File: src/rtl/dspwm_pkg.sv
package dspwm_pkg;

  typedef enum logic [1:0] {
    WAVE_OFF    = 2'd0,
    WAVE_RSVD   = 2'd1,
    WAVE_NONINV = 2'd2,
    WAVE_INV    = 2'd3
  } wave_mode_e;

endpackage

File: src/rtl/dspwm_counter.sv
module dspwm_counter #(
  parameter int CW = 16
) (
  input  logic          clk,
  input  logic          rst_n,
  input  logic          tick_en,
  input  logic [CW-1:0] top_val,
  output logic [CW-1:0] cnt_o,
  output logic          up_o,
  output logic          bot_evt_o,
  output logic          top_evt_o
);

  logic [CW-1:0] cnt_q, cnt_d;
  logic          up_q, up_d;

  always_comb begin
    cnt_d = cnt_q;
    up_d  = up_q;
    if (tick_en) begin
      if (up_q) begin
        if (cnt_q < top_val) begin
          cnt_d = cnt_q + 1'b1;
        end else if (cnt_q != '0) begin
          cnt_d = cnt_q - 1'b1;
          up_d  = 1'b0;
        end
      end else begin
        if (cnt_q != '0) begin
          cnt_d = cnt_q - 1'b1;
        end else begin
          up_d = 1'b1;
          if (top_val != '0) cnt_d = cnt_q + 1'b1;
        end
      end
    end
  end

  always_ff @(posedge clk or negedge rst_n) begin
    if (!rst_n) begin
      cnt_q <= '0;
      up_q  <= 1'b1;
    end else if (tick_en) begin
      cnt_q <= cnt_d;
      up_q  <= up_d;
    end
  end

  assign cnt_o     = cnt_q;
  assign up_o      = up_q;
  assign bot_evt_o = tick_en && (cnt_q == '0);
  assign top_evt_o = tick_en && up_q && (cnt_q == top_val);

  // no tick, no movement
  a_r2_idle_hold: assert property (@(posedge clk) disable iff (!rst_n)
    !tick_en |=> $stable(cnt_q) && $stable(up_q));

  // one step at a time
  a_r2_unit_step: assert property (@(posedge clk) disable iff (!rst_n)
    tick_en |=> (cnt_q == $past(cnt_q) + 1'b1) || (cnt_q == $past(cnt_q) - 1'b1)
                || (cnt_q == $past(cnt_q)));

  // with a nonzero ceiling every tick moves the count
  a_r2_moves: assert property (@(posedge clk) disable iff (!rst_n)
    (tick_en && top_val != '0) |=> cnt_q != $past(cnt_q));

endmodule

File: src/rtl/dspwm_regs.sv
module dspwm_regs #(
  parameter int CW  = 16,
  parameter int NCH = 3,
  parameter int AW  = $clog2(NCH + 2),
  parameter int NF  = NCH + 2
) (
  input  logic                    clk,
  input  logic                    rst_n,
  input  logic                    wr_en,
  input  logic [AW-1:0]           wr_addr,
  input  logic [CW-1:0]           wr_data,
  input  logic                    top_sel,
  input  logic                    bot_evt,
  input  logic                    top_evt,
  input  logic [NCH-1:0]          match,
  output logic [NCH-1:0][CW-1:0]  act_o,
  output logic [CW-1:0]           top_val_o,
  output logic [NF-1:0]           flags_o
);

  localparam int ADDR_FIX = NCH;
  localparam int ADDR_CLR = NCH + 1;
  localparam int F_TOP    = NCH;
  localparam int F_OVF    = NCH + 1;

  logic [NCH-1:0][CW-1:0] shd_q, shd_d;
  logic [NCH-1:0][CW-1:0] act_q;
  logic [CW-1:0]          fix_q, fix_d;
  logic [NF-1:0]          flg_q, flg_d, set_v, clr_v;
  logic                   fix_we;

  // shadow write decode, one lane per channel
  for (genvar i = 0; i < NCH; i++) begin : g_shd
    always_comb begin
      shd_d[i] = shd_q[i];
      if (wr_en && wr_addr == AW'(i)) shd_d[i] = wr_data;
    end
  end

  assign fix_we = wr_en && (wr_addr == AW'(ADDR_FIX));
  assign fix_d  = fix_we ? wr_data : fix_q;

  always_comb begin
    clr_v = '0;
    if (wr_en && wr_addr == AW'(ADDR_CLR)) clr_v = wr_data[NF-1:0];
    set_v              = '0;
    set_v[NCH-1:0]     = match;
    set_v[F_TOP]       = top_evt && top_sel;
    set_v[F_OVF]       = bot_evt;
    flg_d              = (flg_q & ~clr_v) | set_v;
  end

  always_ff @(posedge clk or negedge rst_n) begin
    if (!rst_n) begin
      shd_q <= '0;
      fix_q <= '0;
      flg_q <= '0;
    end else begin
      shd_q <= shd_d;
      fix_q <= fix_d;
      flg_q <= flg_d;
    end
  end

  // live thresholds refresh only at the zero point
  always_ff @(posedge clk or negedge rst_n) begin
    if (!rst_n) begin
      act_q <= '0;
    end else if (bot_evt) begin
      act_q <= shd_q;
    end
  end

  assign act_o     = act_q;
  assign top_val_o = top_sel ? fix_q : act_q[0];
  assign flags_o   = flg_q;

  // live thresholds frozen away from the zero point
  a_r3_frozen_act: assert property (@(posedge clk) disable iff (!rst_n)
    !bot_evt |=> $stable(act_q));

  // overflow flag at the zero tick
  a_r4_ovf_set: assert property (@(posedge clk) disable iff (!rst_n)
    bot_evt |=> flg_q[F_OVF]);

  // ceiling flag when the ceiling register defines the period
  a_r6_top_flag: assert property (@(posedge clk) disable iff (!rst_n)
    (top_evt && top_sel) |=> flg_q[F_TOP]);

  // clear without a competing set drops the flag
  a_r11_ovf_clear: assert property (@(posedge clk) disable iff (!rst_n)
    (wr_en && wr_addr == AW'(ADDR_CLR) && wr_data[F_OVF] && !bot_evt) |=> !flg_q[F_OVF]);

endmodule

File: src/rtl/dspwm_chan.sv
module dspwm_chan
  import dspwm_pkg::*;
#(
  parameter int CW = 16
) (
  input  logic          clk,
  input  logic          rst_n,
  input  logic          tick_en,
  input  logic [CW-1:0] cnt,
  input  logic          up,
  input  logic [CW-1:0] act,
  input  logic [CW-1:0] top_val,
  input  logic [1:0]    mode,
  input  logic          oe,
  input  logic          port_val,
  output logic          match_o,
  output logic          pin_o
);

  wave_mode_e wmode;
  logic       wave_q, wave_d;

  assign wmode   = wave_mode_e'(mode);
  assign match_o = tick_en && (cnt == act) && (act <= top_val);

  always_comb begin
    wave_d = wave_q;
    if (match_o) begin
      case (wmode)
        WAVE_NONINV: wave_d = ~up;
        WAVE_INV:    wave_d = up;
        default:     wave_d = wave_q;
      endcase
    end
  end

  always_ff @(posedge clk or negedge rst_n) begin
    if (!rst_n) wave_q <= 1'b0;
    else        wave_q <= wave_d;
  end

  always_comb begin
    pin_o = 1'b0;
    if (oe) begin
      if (wmode == WAVE_NONINV || wmode == WAVE_INV) pin_o = wave_q;
      else                                          pin_o = port_val;
    end
  end

  // rising match in non-inverted mode drives low
  a_r8_noninv_up: assert property (@(posedge clk) disable iff (!rst_n)
    (match_o && up && wmode == WAVE_NONINV) |=> !wave_q);

  // falling match in inverted mode drives low
  a_r8_inv_down: assert property (@(posedge clk) disable iff (!rst_n)
    (match_o && !up && wmode == WAVE_INV) |=> !wave_q);

  // without a match the waveform holds
  a_r9_hold: assert property (@(posedge clk) disable iff (!rst_n)
    !match_o |=> $stable(wave_q));

endmodule

File: src/rtl/dspwm_timer.sv
module dspwm_timer #(
  parameter int CW  = 16,
  parameter int NCH = 3,
  parameter int AW  = $clog2(NCH + 2),
  parameter int NF  = NCH + 2
) (
  input  logic             clk,
  input  logic             rst_n,
  input  logic             tick_en,
  input  logic             wr_en,
  input  logic [AW-1:0]    wr_addr,
  input  logic [CW-1:0]    wr_data,
  input  logic             top_sel,
  input  logic [2*NCH-1:0] cmp_mode,
  input  logic [NCH-1:0]   out_en,
  input  logic [NCH-1:0]   port_val,
  output logic [CW-1:0]    count_o,
  output logic [NF-1:0]    flags_o,
  output logic [NCH-1:0]   pin_o
);

  logic [1:0]             rst_sync_q;
  logic                   rst_i_n;
  logic [CW-1:0]          cnt;
  logic                   up;
  logic                   bot_evt, top_evt;
  logic [CW-1:0]          top_val;
  logic [NCH-1:0][CW-1:0] act;
  logic [NCH-1:0]         match;
  logic                   tick_g;

  // asynchronous assert, synchronous release
  always_ff @(posedge clk or negedge rst_n) begin
    if (!rst_n) rst_sync_q <= 2'b00;
    else        rst_sync_q <= {rst_sync_q[0], 1'b1};
  end
  assign rst_i_n = rst_sync_q[1];
  assign tick_g  = tick_en && rst_i_n;

  dspwm_counter #(.CW(CW)) u_cnt (
    .clk       (clk),
    .rst_n     (rst_i_n),
    .tick_en   (tick_g),
    .top_val   (top_val),
    .cnt_o     (cnt),
    .up_o      (up),
    .bot_evt_o (bot_evt),
    .top_evt_o (top_evt)
  );

  dspwm_regs #(.CW(CW), .NCH(NCH), .AW(AW), .NF(NF)) u_regs (
    .clk       (clk),
    .rst_n     (rst_i_n),
    .wr_en     (wr_en),
    .wr_addr   (wr_addr),
    .wr_data   (wr_data),
    .top_sel   (top_sel),
    .bot_evt   (bot_evt),
    .top_evt   (top_evt),
    .match     (match),
    .act_o     (act),
    .top_val_o (top_val),
    .flags_o   (flags_o)
  );

  for (genvar i = 0; i < NCH; i++) begin : g_ch
    dspwm_chan #(.CW(CW)) u_ch (
      .clk      (clk),
      .rst_n    (rst_i_n),
      .tick_en  (tick_g),
      .cnt      (cnt),
      .up       (up),
      .act      (act[i]),
      .top_val  (top_val),
      .mode     (cmp_mode[2*i+1:2*i]),
      .oe       (out_en[i]),
      .port_val (port_val[i]),
      .match_o  (match[i]),
      .pin_o    (pin_o[i])
    );
  end

  assign count_o = cnt;

  // a disabled pin is always low
  a_r10_gate: assert property (@(posedge clk) disable iff (!rst_i_n)
    (out_en == '0) |-> (pin_o == '0));

endmodule

File: config.mk
export PLATFORM = sky130hd
export DESIGN_NAME = dspwm_timer
export DESIGN_NICKNAME = d
export VERILOG_FILES = /design/src/rtl/dspwm_pkg.sv /design/src/rtl/dspwm_counter.sv /design/src/rtl/dspwm_regs.sv /design/src/rtl/dspwm_chan.sv /design/src/rtl/dspwm_timer.sv
export SDC_FILE = /design/constraint.sdc
export NUM_CORES = 1
export LEC_CHECK = 0
export BUFFER_PORTS_ARGS = -buffer_cell sky130_fd_sc_hd__buf_4
export CAP_MARGIN = 5
export CORE_MARGIN = 1.5
export CORE_UTILIZATION = 35
export DETAILED_ROUTE_END_ITERATION = 8
export PLACE_DENSITY = 0.56
export SLEW_MARGIN = 10
export SYNTH_ARGS = -nofsm -noshare
export SYNTH_HDL_FRONTEND = slang
export SYNTH_SLANG_ARGS = --single-unit
export TNS_END_PERCENT = 50
File: constraint.sdc
create_clock -name clk -period 4.84 [get_ports clk]
set_clock_uncertainty 0.15 [all_clocks]
set_input_delay 0 -clock clk [delete_from_list [all_inputs] [get_ports clk]]
set_output_delay 0 -clock clk [all_outputs]
set_load 0.02 [all_outputs]
### Yosys cells after proc, flatten, opt, wreduce, memory -nomap -nowiden

Index checks and enable logic that the tools add are counted.

| storage, ports and cells | value |
|---|---|
| register bits after elaboration | 139 |
| bits in latches | 0 |
| bits in writable memories | 0 |
| ROM bits | 0 |
| word-level logic and storage cells | 89 |
| memories kept | 0 |

| operators by class | value |
|---|---|
| add/subtract/negate cells | 2 |
| multipliers | 0 |
| divide/modulo/power cells | 0 |
| order comparisons | 4 |
| equal/unequal tests | 15 |
| shift operators | 0 |
| mux-type cells | 19 |
| bitwise operators | 4 |
| reductions and logical operators | 31 |

Operators by type and width:

| cell | number |
|---|---|
| $mux W16 | 6 |
| $eq A16 B16 Y1 | 4 |
| $le A16 B16 Y1 | 3 |
| $reduce_bool A16 Y1 | 2 |
| $add A16 B1 Y16 const B | 1 |
| $logic_and A1 B1 Y1 | 16 |
| $logic_not A16 Y1 | 1 |
| $lt A16 B16 Y1 | 1 |
| $sub A16 B1 Y16 const B | 1 |
| $eq A2 B2 Y1 const B | 6 |
| $mux W1 | 9 |
| $eq A3 B2 Y1 const B | 2 |
| $pmux W1 S2 | 3 |
| $reduce_and A2 Y1 | 3 |
| $reduce_bool A2 Y1 | 3 |
| $and A5 B5 Y5 | 1 |
| $mux W5 | 1 |
| $not A5 Y5 | 1 |
| $or A5 B5 Y5 | 1 |
| $eq A3 B1 Y1 const B | 1 |
| $eq A3 B3 Y1 const B | 1 |
| $logic_not A3 Y1 | 1 |
| $logic_or A1 B1 Y1 | 3 |
| $ne A3 B3 Y1 const B | 1 |
| 3 further kinds | 3 |

### Longest topological paths before layout

Gate-level depths: netlist of the first run.

| depth | value |
|---|---|
| depth in word-level cells | 6 |
| mapped depth | 13 |
| mapped depth without buffers | 10 |

### Cells and area by module

From an unflattened synthesis of the first run, not the netlist that was laid out.

| second synthesis, totals | value |
|---|---|
| cell total of the unflattened synthesis | 743 |
| area total of the unflattened synthesis | 8394.3 µm² |

Modules (own cells, without submodules):

| module | instances | cells each | area an instance (µm²) | seq. area each (µm²) |
|---|---|---|---|---|
| dspwm_regs | 1 | 280 | 4628.2 | 2927.8 |
| dspwm_counter | 1 | 204 | 1715.4 | 426.7 |
| dspwm_chan at g_ch[0].u_ch ... | 2 | 85 | 665.6 | 25.0 |
| dspwm_chan at g_ch[1].u_ch | 1 | 85 | 659.4 | 25.0 |
| dspwm_timer | 1 | 4 | 60.1 | 50.0 |

### Worst setup path before layout of the first run

OpenSTA, ideal clock, no wires.

| timing path | value |
|---|---|
| kind | register to register |
| start | register rst_sync_q[1] |
| end | register u_regs.act_q, in the netlist u_regs.act_o[7] |
| arrival | 4.957 ns |
| required time | 4.562 ns |
| slack | -0.395 ns |
| stages on the path, launching flop included | 6 |
| buffers on the path | 2 |
| clock period less this slack | 5.235 ns |
| cell sequence | dfrtp_1 > nand2_1 > or3_1 > clkbuf_1 > buf_2 > mux2_1 |

| between the ends | value |
|---|---|
| word-level cells in the longest chain between the ends | 2 |

RTL lines:

| element | line | text |
|---|---|---|
| from (decl) | dspwm_timer.sv:22 | `logic [1:0] rst_sync_q;` |
| from (signal assigned) | dspwm_timer.sv:35 | `else rst_sync_q <= {rst_sync_q[0], 1'b1};` |
| $logic_and A1 B1 Y1 | dspwm_timer.sv:38 | `assign tick_g = tick_en && rst_i_n;` |
| $logic_and A1 B1 Y1 | dspwm_counter.sv:51 | `assign bot_evt_o = tick_en && (cnt_q == '0);` |
| to (signal assigned) | dspwm_regs.sv:70 | `act_q <= shd_q;` |
| to (decl) | dspwm_regs.sv:27 | `logic [NCH-1:0][CW-1:0] act_q;` |

No other way between the ends.
A chain may end at the register's enable or synchronous reset.

### Worst setup path in the final report of the first run

| timing path | value |
|---|---|
| start | register u_regs.act_q, in the netlist u_regs.act_o[5] |
| end | register g_ch[0].u_ch.wave_q |

| between the ends | value |
|---|---|
| word-level cells in the longest chain between the ends | 4 |
| elaborated cells between the ends (all ways) | 6 |
| those cells by class | 1 x order compare; 1 x eq/ne; 1 x mux; 3 x reduce/logical |

RTL lines:

| element | line | text |
|---|---|---|
| $mux W16 or $eq A16 B16 Y1 (tied branches) | dspwm_regs.sv:75, dspwm_chan.sv:24 |  |
| $le A16 B16 Y1 or $logic_and A1 B1 Y1 (tied branches) | dspwm_chan.sv:24 | `assign match_o = tick_en && (cnt == act) && (act <= top_val);` |
| $logic_and A1 B1 Y1 * | dspwm_chan.sv:24 |  |
| $reduce_and A2 Y1 (no source line) * | -- |  |
| to (signal assigned) | dspwm_chan.sv:39 | `else wave_q <= wave_d;` |
| to (decl) | dspwm_chan.sv:21 | `logic wave_q, wave_d;` |

Mark *: on every way between the ends. The rest lies on a longest branch, timed or not.

==> results of run 1 <==
==> sequential cells by signal (all words and copies together), names as in the netlist <==
register          count
rst_sync_q            2
u_cnt.cnt_o          16
u_cnt.up_o            1
u_regs.act_o         48
g_ch.u_ch.wave_q      3
u_regs.fix_q         16
u_regs.flags_o        5
u_regs.shd_q         48
==> cell usage after synthesis, drive strengths merged, types with 8 or more instances <==
| master | number | share of area [%] |
|---|---|---|
| buf | 22 | 1.6 |
| xor2 | 40 | 4.3 |
| mux2i | 19 | 2.4 |
| a21oi | 31 | 1.9 |
| clkbuf | 17 | 0.79 |
| nor2b | 13 | 1.0 |
| xnor2 | 27 | 2.9 |
| nor4 | 19 | 1.8 |
| inv | 8 | 0.37 |
| mux2 | 115 | 16 |
| nand2 | 28 | 1.3 |
| nor2 | 15 | 0.70 |
| nand3 | 18 | 1.2 |
| o21ai | 17 | 1.1 |
| a21o | 13 | 1.2 |
| nor3 | 14 | 0.93 |
| nand4 | 24 | 1.9 |
| ha | 67 | 10 |
| dfrtp | 138 | 43 |
==> cell families after synthesis <==
group,count (synthesis),synth area share (%)
AOI/OAI and AO/OA,90,7.175
xor gates and xnor gates,67,7.252
adders and majority gates,67,10.36
buffers and inverters,47,2.799
DFF,139,43.00
muxes,134,18.35
other,1,0.04634
and+or+nand+nor,153,11.01
==> stage by stage <==
stage               total power, mW  cell area, um2  setup slack, ns  utilization (%)
finish                        5.006            9686            1.112            42.78
global route                  5.365            9686           0.8139            42.78
CTS                           5.055            9686            1.010            42.78
detailed placement            3.762            8825            1.288            38.98
global placement              3.756            8825            1.316            38.98
floorplan                     3.096            8093            1.184                -
==> placed cells by master, fill, tap and decap left out, types with 3 or more instances in the layout <==
cell type	instances
a211oi_1	5
a21boi_1	5
a21o_1	13
a21oi_1	31
and3_1	4
and4_1	3
buf_4	75
clkbuf_16	17
clkbuf_8	3
clkinv_4	4
dfrtp_1	137
dlygate4sd3_1	29
ha_1	67
inv_1	8
inv_6	3
mux2_2	113
mux2i_1	19
nand2_1	28
nand3_1	17
nand4_1	24
nor2_1	15
nor2b_1	13
nor3_1	13
nor3b_1	3
nor4_1	17
o211ai_1	4
o21ai_0	11
o21ai_1	6
xnor2_1	27
xor2_1	40
==> power by group through the flow <==
stage	Combinational, mW	Clock, mW	Sequential [mW]
2_1_floorplan	1.35	0	1.74
3_5_place_dp	1.88	0	1.88
6_report	1.90	1.25	1.86
5_1_grt	2.11	1.34	1.91
3_3_place_gp	1.87	0	1.88
4_1_cts	1.91	1.28	1.86
==> worst max-delay path by stage <==
stage | slack (ns) | start | depth (start not counted) | end
2_1_floorplan | 1.18 | rst_sync_q[1]$_DFF_PN0_ | 5 | u_regs.act_o[7]$_DFFE_PN0P_
3_3_place_gp | 1.32 | top_sel | 10 | u_cnt.cnt_o[9]$_DFFE_PN0P_
3_5_place_dp | 1.29 | top_sel | 11 | u_cnt.cnt_o[10]$_DFFE_PN0P_
6_report | 1.11 | u_regs.act_o[5]$_DFFE_PN0P_ | 10 | g_ch[0].u_ch.wave_q$_DFFE_PN0P_
4_1_cts | 1.01 | u_regs.act_o[5]$_DFFE_PN0P_ | 10 | g_ch[0].u_ch.wave_q$_DFFE_PN0P_
5_1_grt | 0.81 | u_regs.act_o[5]$_DFFE_PN0P_ | 10 | g_ch[0].u_ch.wave_q$_DFFE_PN0P_
==> timing repair <==
action,in CTS,in global routing
hold buffers,29,0
hold endpoints to repair,75,0
buffers inserted,0,0
==> critical path, delay by kind of cell, from the launching register on <==
family	cells	cell delay [ns]
simple gates	1	0.17
mux	2	0.69
buf+inv	1	0.55
fa+ha+maj	1	0.33
flops	1	0.43
compound gates	5	1.29
==> metal layers <==
metal / part of all wire (%) / vias to the layer above / track usage [%]
met5: 0 / - / 0
met1: 48 / 2820 / 26.06
li1: - / 2724 / -
met3: 4.3 / 21 / 3.092
met4: 1.7 / 0 / 5.907
met2: 46 / 106 / 28.83
==> area by class of cell <==
class | count | area [um2] | area share (%)
clock buffer | 20 | 466.7 | 4.819
clock inverter | 12 | 103.9 | 1.072
inverter | 8 | 30.03 | 0.3100
multi-input combinational | 512 | 4392 | 45.34
sequential | 139 | 3483 | 35.96
tap | 285 | 356.6 | 3.682
timing repair buffer | 104 | 853.3 | 8.810
==> impl_metrics.py, run 1 <==
metrics = {
    "clocking": {
        "cts_buffers": 17,
        "cts_root_buf": "clkbuf_16",
        "cts_tree": "yes",
        "cts.clk_slew.worst_paths_ns": 0.06,
        "clk_latency_ns": 0.43,
        "clock_sinks": 139,
        "htreeDepth": 4,
        "cts_resized": 0,
        "clock_path_buffers": 2,
    },
    "power_and_ir_drop": {
        "power.share.combinational_pct": 37.9,
        "swShare_pct": 39.29,
        "cellLeakagePower_nw": 4.585,
        "switching_power_mw": 1.967,
        "cell_internal_pwr_mw": 3.039,
        "pwr-share-seq_pct": 37.2,
        "p_per_area_nw_per_um2": 516.9,
        "power.share.clock_pct": 24.9,
        "ir_worst_vdd_uv": 299.2,
    },
    "setup_path": {
        "cp_slowest_cell": "o41ai_1",
        "ff2ff_path_depth": 10,
        "worst_ep_required_time_ns": 5.00,
        "crit_path_max_fanout": 5,
        "max_stage_delay_ns": 0.72,
        "crit_type": "flip-flop to flip-flop",
        "reg2reg_slack_ns": 1.11,
        "cp.arrival_ns": 3.88,
        "critPathLaunchType": "flip-flop",
        "cp-end-kind": "flip-flop",
        "r2r_end": "g_ch[0].u_ch.wave_q$_DFFE_PN0P_",
        "crit_path_frequent_cell": "a21o_1",
        "cp_cell_sequence": "mux2i_1 -> ha_1 -> a21o_1 -> a21o_1 -> a21oi_1 -> a211oi_1 -> o41ai_1 -> nand3_1 -> mux2_2 -> dlygate4sd3_1",
        "reg2reg_from": "u_regs.act_o[5]$_DFFE_PN0P_",
    },
    "min_path": {
        "worstHoldPathCells": 4,
        "hold_path_startpoint": "top_sel",
        "min_to": "u_regs.flags_o[3]$_DFF_PN0_",
        "min_path_type": "input port to flip-flop",
    },
    "global_route": {
        "grtUsageTotal_pct": 18.46,
        "grt-ovfl-total": 0,
        "grt_max_degree": 68,
        "antenna_found_initial": 0,
        "grt_pass1_vias": 5796,
        "grt_pass1_wl_mm": 33.69,
    },
    "synthesis": {
        "synth_cell_type_count": 54,
        "netlist_area_um2": 8092,
        "synth_ff_type": "dfrtp_1",
        "yosys_warnings": 0,
        "syn_area_per_cell_um2": 11.59,
        "syn_inst": 698,
        "ys_ff_latch": 139,
        "synth_edf_count": 0,
        "ys_seq_area_share_pct": 43.00,
        "syn_nets": 801,
        "ys_async_sr_fraction_pct": 100.0,
    },
    "drt": {
        "drc_errors": 0,
        "routed_wl_mm": 20.91,
        "drtPass1Iterations": 4,
        "drtAntennaViolNets": 0,
        "wl_per_cell_um": 19.36,
        "drt-vias-per-instance": 5.251,
        "drtIter0Drc": 303,
        "via_count": 5671,
    },
    "timing": {
        "whs_ns": 0.04774,
        "rsz0062_at_grt": "no",
        "slew_viol_final": 0,
        "slew_headroom_pct": 33.53,
        "hold_violations": 0,
        "fin_crit_ns": 3.728,
        "fmax_ghz": 0.2682,
        "finalCritPeriodShare_pct": 77.03,
        "finalSetupViolCount": 0,
        "fin_tns_setup_ns": 0,
        "tightest_slew_ns": 0.9879,
    },
    "floorplanning": {
        "dieArea_um2": 24040,
        "io_pins": 60,
        "die_y_um": 155.1,
        "die_w_um": 155.1,
        "num_rows": 55,
        "core_um2": 22640,
        "initial_core_util_pct": 35.74,
    },
    "layout": {
        "final_nets": 885,
        "layoutNonFillerInstCount": 1080,
        "fill_cells": 2173,
        "area_delta_synth_final_pct": 19.70,
        "n_antenna_cell": 0,
        "drive_gt1_share_pct": 29.18,
    },
    "placed_design": {
        "port_buffers": 59,
        "place_congestion": 0.8950,
        "place_inst": 1019,
        "detailed_place_hpwl_mm": 15.67,
    },
    "run_status": {
        "status": "complete, no violations",
    },
    "job": {
        "cap_violations": 0,
    },
}
Note: power is estimated with default switching activity, not from simulation.
==> run 2, diff against run 1 <==
Settings changed: ABC_AREA from default to 1, PLACE_DENSITY 0.56 to 0.58.
Clock period 4.84 ns to 3.35 ns, I/O delays scaled along.
==> run 2 against run 1 <==
The run now ends with hold timing left. Synthesized cell count up 68%. Routed wire length increased by 24%. Power grew 53%. Clock power up 50%. Count of clock-buffer cells in the layout stayed put. Worst hold slack lost 0.049 ns.
==> impl_metrics.py, run 2 <==
metrics = {
    "synthesis": {
        "yosysMostFrequentCell": "nand2_1",
        "netlist_area_um2": 8803,
        "syn_nets": 1277,
        "yosys-top-cells-area": "dfrtp_1 39%, nand2_1 16%, ha_1 9.5%, nand3_1 6.3%, o21ai_0 5.1%",
        "ys_async_sr_fraction_pct": 100.0,
        "synth_top_area_share_pct": 39.23,
        "synth_common_cells": "384 x nand2_1, 138 x dfrtp_1, 111 x nand3_1, 101 x inv_1, 89 x o21ai_0",
        "ys_seq_area_share_pct": 39.53,
        "synth_cell_type_count": 36,
        "yosysTopAreaCell": "dfrtp_1",
        "synth_edf_count": 0,
        "synth_ff_type": "dfrtp_1",
        "yosys_warnings": 0,
        "syn_area_per_cell_um2": 7.499,
        "ys_ff_latch": 139,
        "syn_inst": 1174,
    },
    "timing": {
        "tightest_slew_ns": 1.062,
        "rsz0062_at_grt": "no",
        "fmax_ghz": 0.3214,
        "finalCritPeriodShare_pct": 92.88,
        "fin_tns_setup_ns": 0,
        "whs_ns": -0.001551,
        "hold_violations": 2,
        "slew_headroom_pct": 29.02,
        "slew_viol_final": 0,
        "finalSetupViolCount": 0,
        "fin_crit_ns": 3.112,
    },
    "global_route": {
        "grtUsageTotal_pct": 20.86,
        "grt_pass1_wl_mm": 42.27,
        "antenna_found_initial": 0,
        "grt-ovfl-total": 0,
        "grt_max_degree": 138,
        "grt_pass1_vias": 7678,
    },
    "setup_path": {
        "critPathLaunchType": "flip-flop",
        "ff2ff_path_depth": 14,
        "crit_path_max_fanout": 4,
        "cp.arrival_ns": 3.33,
        "cp-end-kind": "flip-flop",
        "crit_type": "flip-flop to flip-flop",
        "worst_ep_required_time_ns": 3.56,
    },
    "layout": {
        "n_antenna_cell": 0,
        "final_nets": 1345,
        "area_delta_synth_final_pct": 17.42,
        "regArea_um2": 3483,
        "mostFrequentLayoutCells": "384 x nand2_1, 137 x dfrtp_1, 111 x nand3_1",
        "multi_input_area_um2": 4642,
        "fill_cells": 2546,
        "post-route-util_pct": 42.14,
        "drive_gt1_share_pct": 10.04,
        "layout_commonest_cell": "nand2_1",
    },
    "run_status": {
        "violations": "hold timing",
        "status": "finished with violations",
    },
    "drt": {
        "via_count": 7775,
        "drt-vias-per-instance": 4.924,
        "drtIter0Drc": 583,
        "drc_errors": 0,
        "drtPass1Iterations": 5,
        "routed_wl_mm": 25.94,
        "wl_per_cell_um": 16.43,
        "drtAntennaViolNets": 0,
    },
    "clocking": {
        "cts_tree": "yes",
        "cts_setup_buffers": 0,
        "cts_buffers": 17,
        "clock_path_buffers": 2,
        "clock_sinks": 139,
        "cts_root_buf": "clkbuf_16",
        "htreeDepth": 4,
        "cts.clk_slew.worst_paths_ns": 0.06,
        "clk_latency_ns": 0.43,
    },
    "floorplanning": {
        "num_rows": 57,
        "core_um2": 24530,
        "io_pins": 60,
        "dieArea_um2": 26110,
        "die_y_um": 161.6,
        "die_w_um": 161.6,
        "initial_core_util_pct": 35.88,
    },
    "placed_design": {
        "port_buffers": 59,
        "detailed_place_hpwl_mm": 18.95,
        "place_congestion": 0.9044,
    },
    "job": {
        "cap_violations": 0,
    },
    "min_path": {
        "min_path_type": "input port to flip-flop",
        "worstHoldPathCells": 4,
    },
    "power_and_ir_drop": {
        "finalPower_mw": 7.659,
        "cellLeakagePower_nw": 5.338,
        "p_per_area_nw_per_um2": 740.9,
        "ir_worst_vdd_uv": 364.7,
    },
}
[run 2: worst paths after layout]
check | startpoint | endpoint | slack, ns
max | u_regs.act_o[9]$_DFFE_PN0P_ | g_ch[0].u_ch.wave_q$_DFFE_PN0P_ | 0.24
min | wr_addr[2] | u_regs.flags_o[1]$_DFF_PN0_ | -0.002
max reg2reg | u_regs.act_o[9]$_DFFE_PN0P_ | g_ch[0].u_ch.wave_q$_DFFE_PN0P_ | 0.24
min reg2reg | rst_sync_q[0]$_DFF_PN0_ | rst_sync_q[1]$_DFF_PN0_ | 0.20
max in group asynchronous | rst_sync_q[1]$_DFF_PN0_ | u_cnt.cnt_o[12]$_DFFE_PN0P_ | 2.09
min in group asynchronous | rst_n | rst_sync_q[1]$_DFF_PN0_ | 0.27
[run 2: cells by family (layout without fill, tap and decap cells)]
logic type	after synthesis	after routing	synth area share, %
DFF	139	139	39.53
AOI/OAI and AO/OA	135	135	7.931
other	1	1	0.04260
buffers and inverters	157	238	7.746
xor gates and xnor gates	57	57	5.671
adders and majority gates	67	67	9.522
and+or+nand+nor	618	618	29.56
[run 2: repair_timing]
item	4_1_cts	5_1_grt
hold endpoints to repair	75	0
gates resized for setup	0	1
endpoints found under the setup margin	0	3
hold buffers	27	0
[run 2: worst max-delay path, stage by stage (launching register included)]
cell and delay, ns:
dfrtp_1 0.45, inv_1 0.06, o21ai_1 0.32, inv_1 0.22
ha_1 0.34, nand2_1 0.07, inv_1 0.04, o21ai_0 0.17
a21oi_1 0.10, nor2_1 0.18, nand2_1 0.08, nand2_1 0.13
nand4_1 0.09, dlygate4sd3_1 0.57, nand2_1 0.07
[run 2: metal layers]
| layer | GRT usage (%) | up-vias | share of wire [%] | wire [um] |
|---|---|---|---|---|
| met5 | 0 | - | 0 | 0 |
| li1 | - | 3903 | - | - |
| met2 | 32.44 | 185 | 45 | 11710 |
| met4 | 5.051 | 0 | 1.6 | 423 |
| met1 | 30.10 | 3665 | 49 | 12680 |
| met3 | 3.467 | 22 | 4.4 | 1130 |
[run 2: metrics by stage]
stage	worst slack [ns]	std cells	area, um2
after floorplan	0.5312	1174	8807
after global placement	0.4753	1520	9493
after detailed placement	0.4124	1520	9493
after CTS	0.1526	1579	10340
after global routing	0.01340	1579	10340
final	0.2384	1579	10340
[run 2: area by class of cell]
type / count / share of cell area, %
repair buffers: 101 / 8.109
flip-flops and latches: 139 / 33.70
well taps: 324 / 3.922
inverters: 105 / 3.813
multi-input cells: 878 / 44.90
clock inverters: 12 / 1.235
clock buffers: 20 / 4.321
[run 2: report_power, final]
| part | switching, mW | internal [mW] |
|---|---|---|
| sequential | 0.640 | 2.03 |
| clock | 0.804 | 1.06 |
| combinational | 1.90 | 1.22 |
| total | 3.35 | 4.31 |
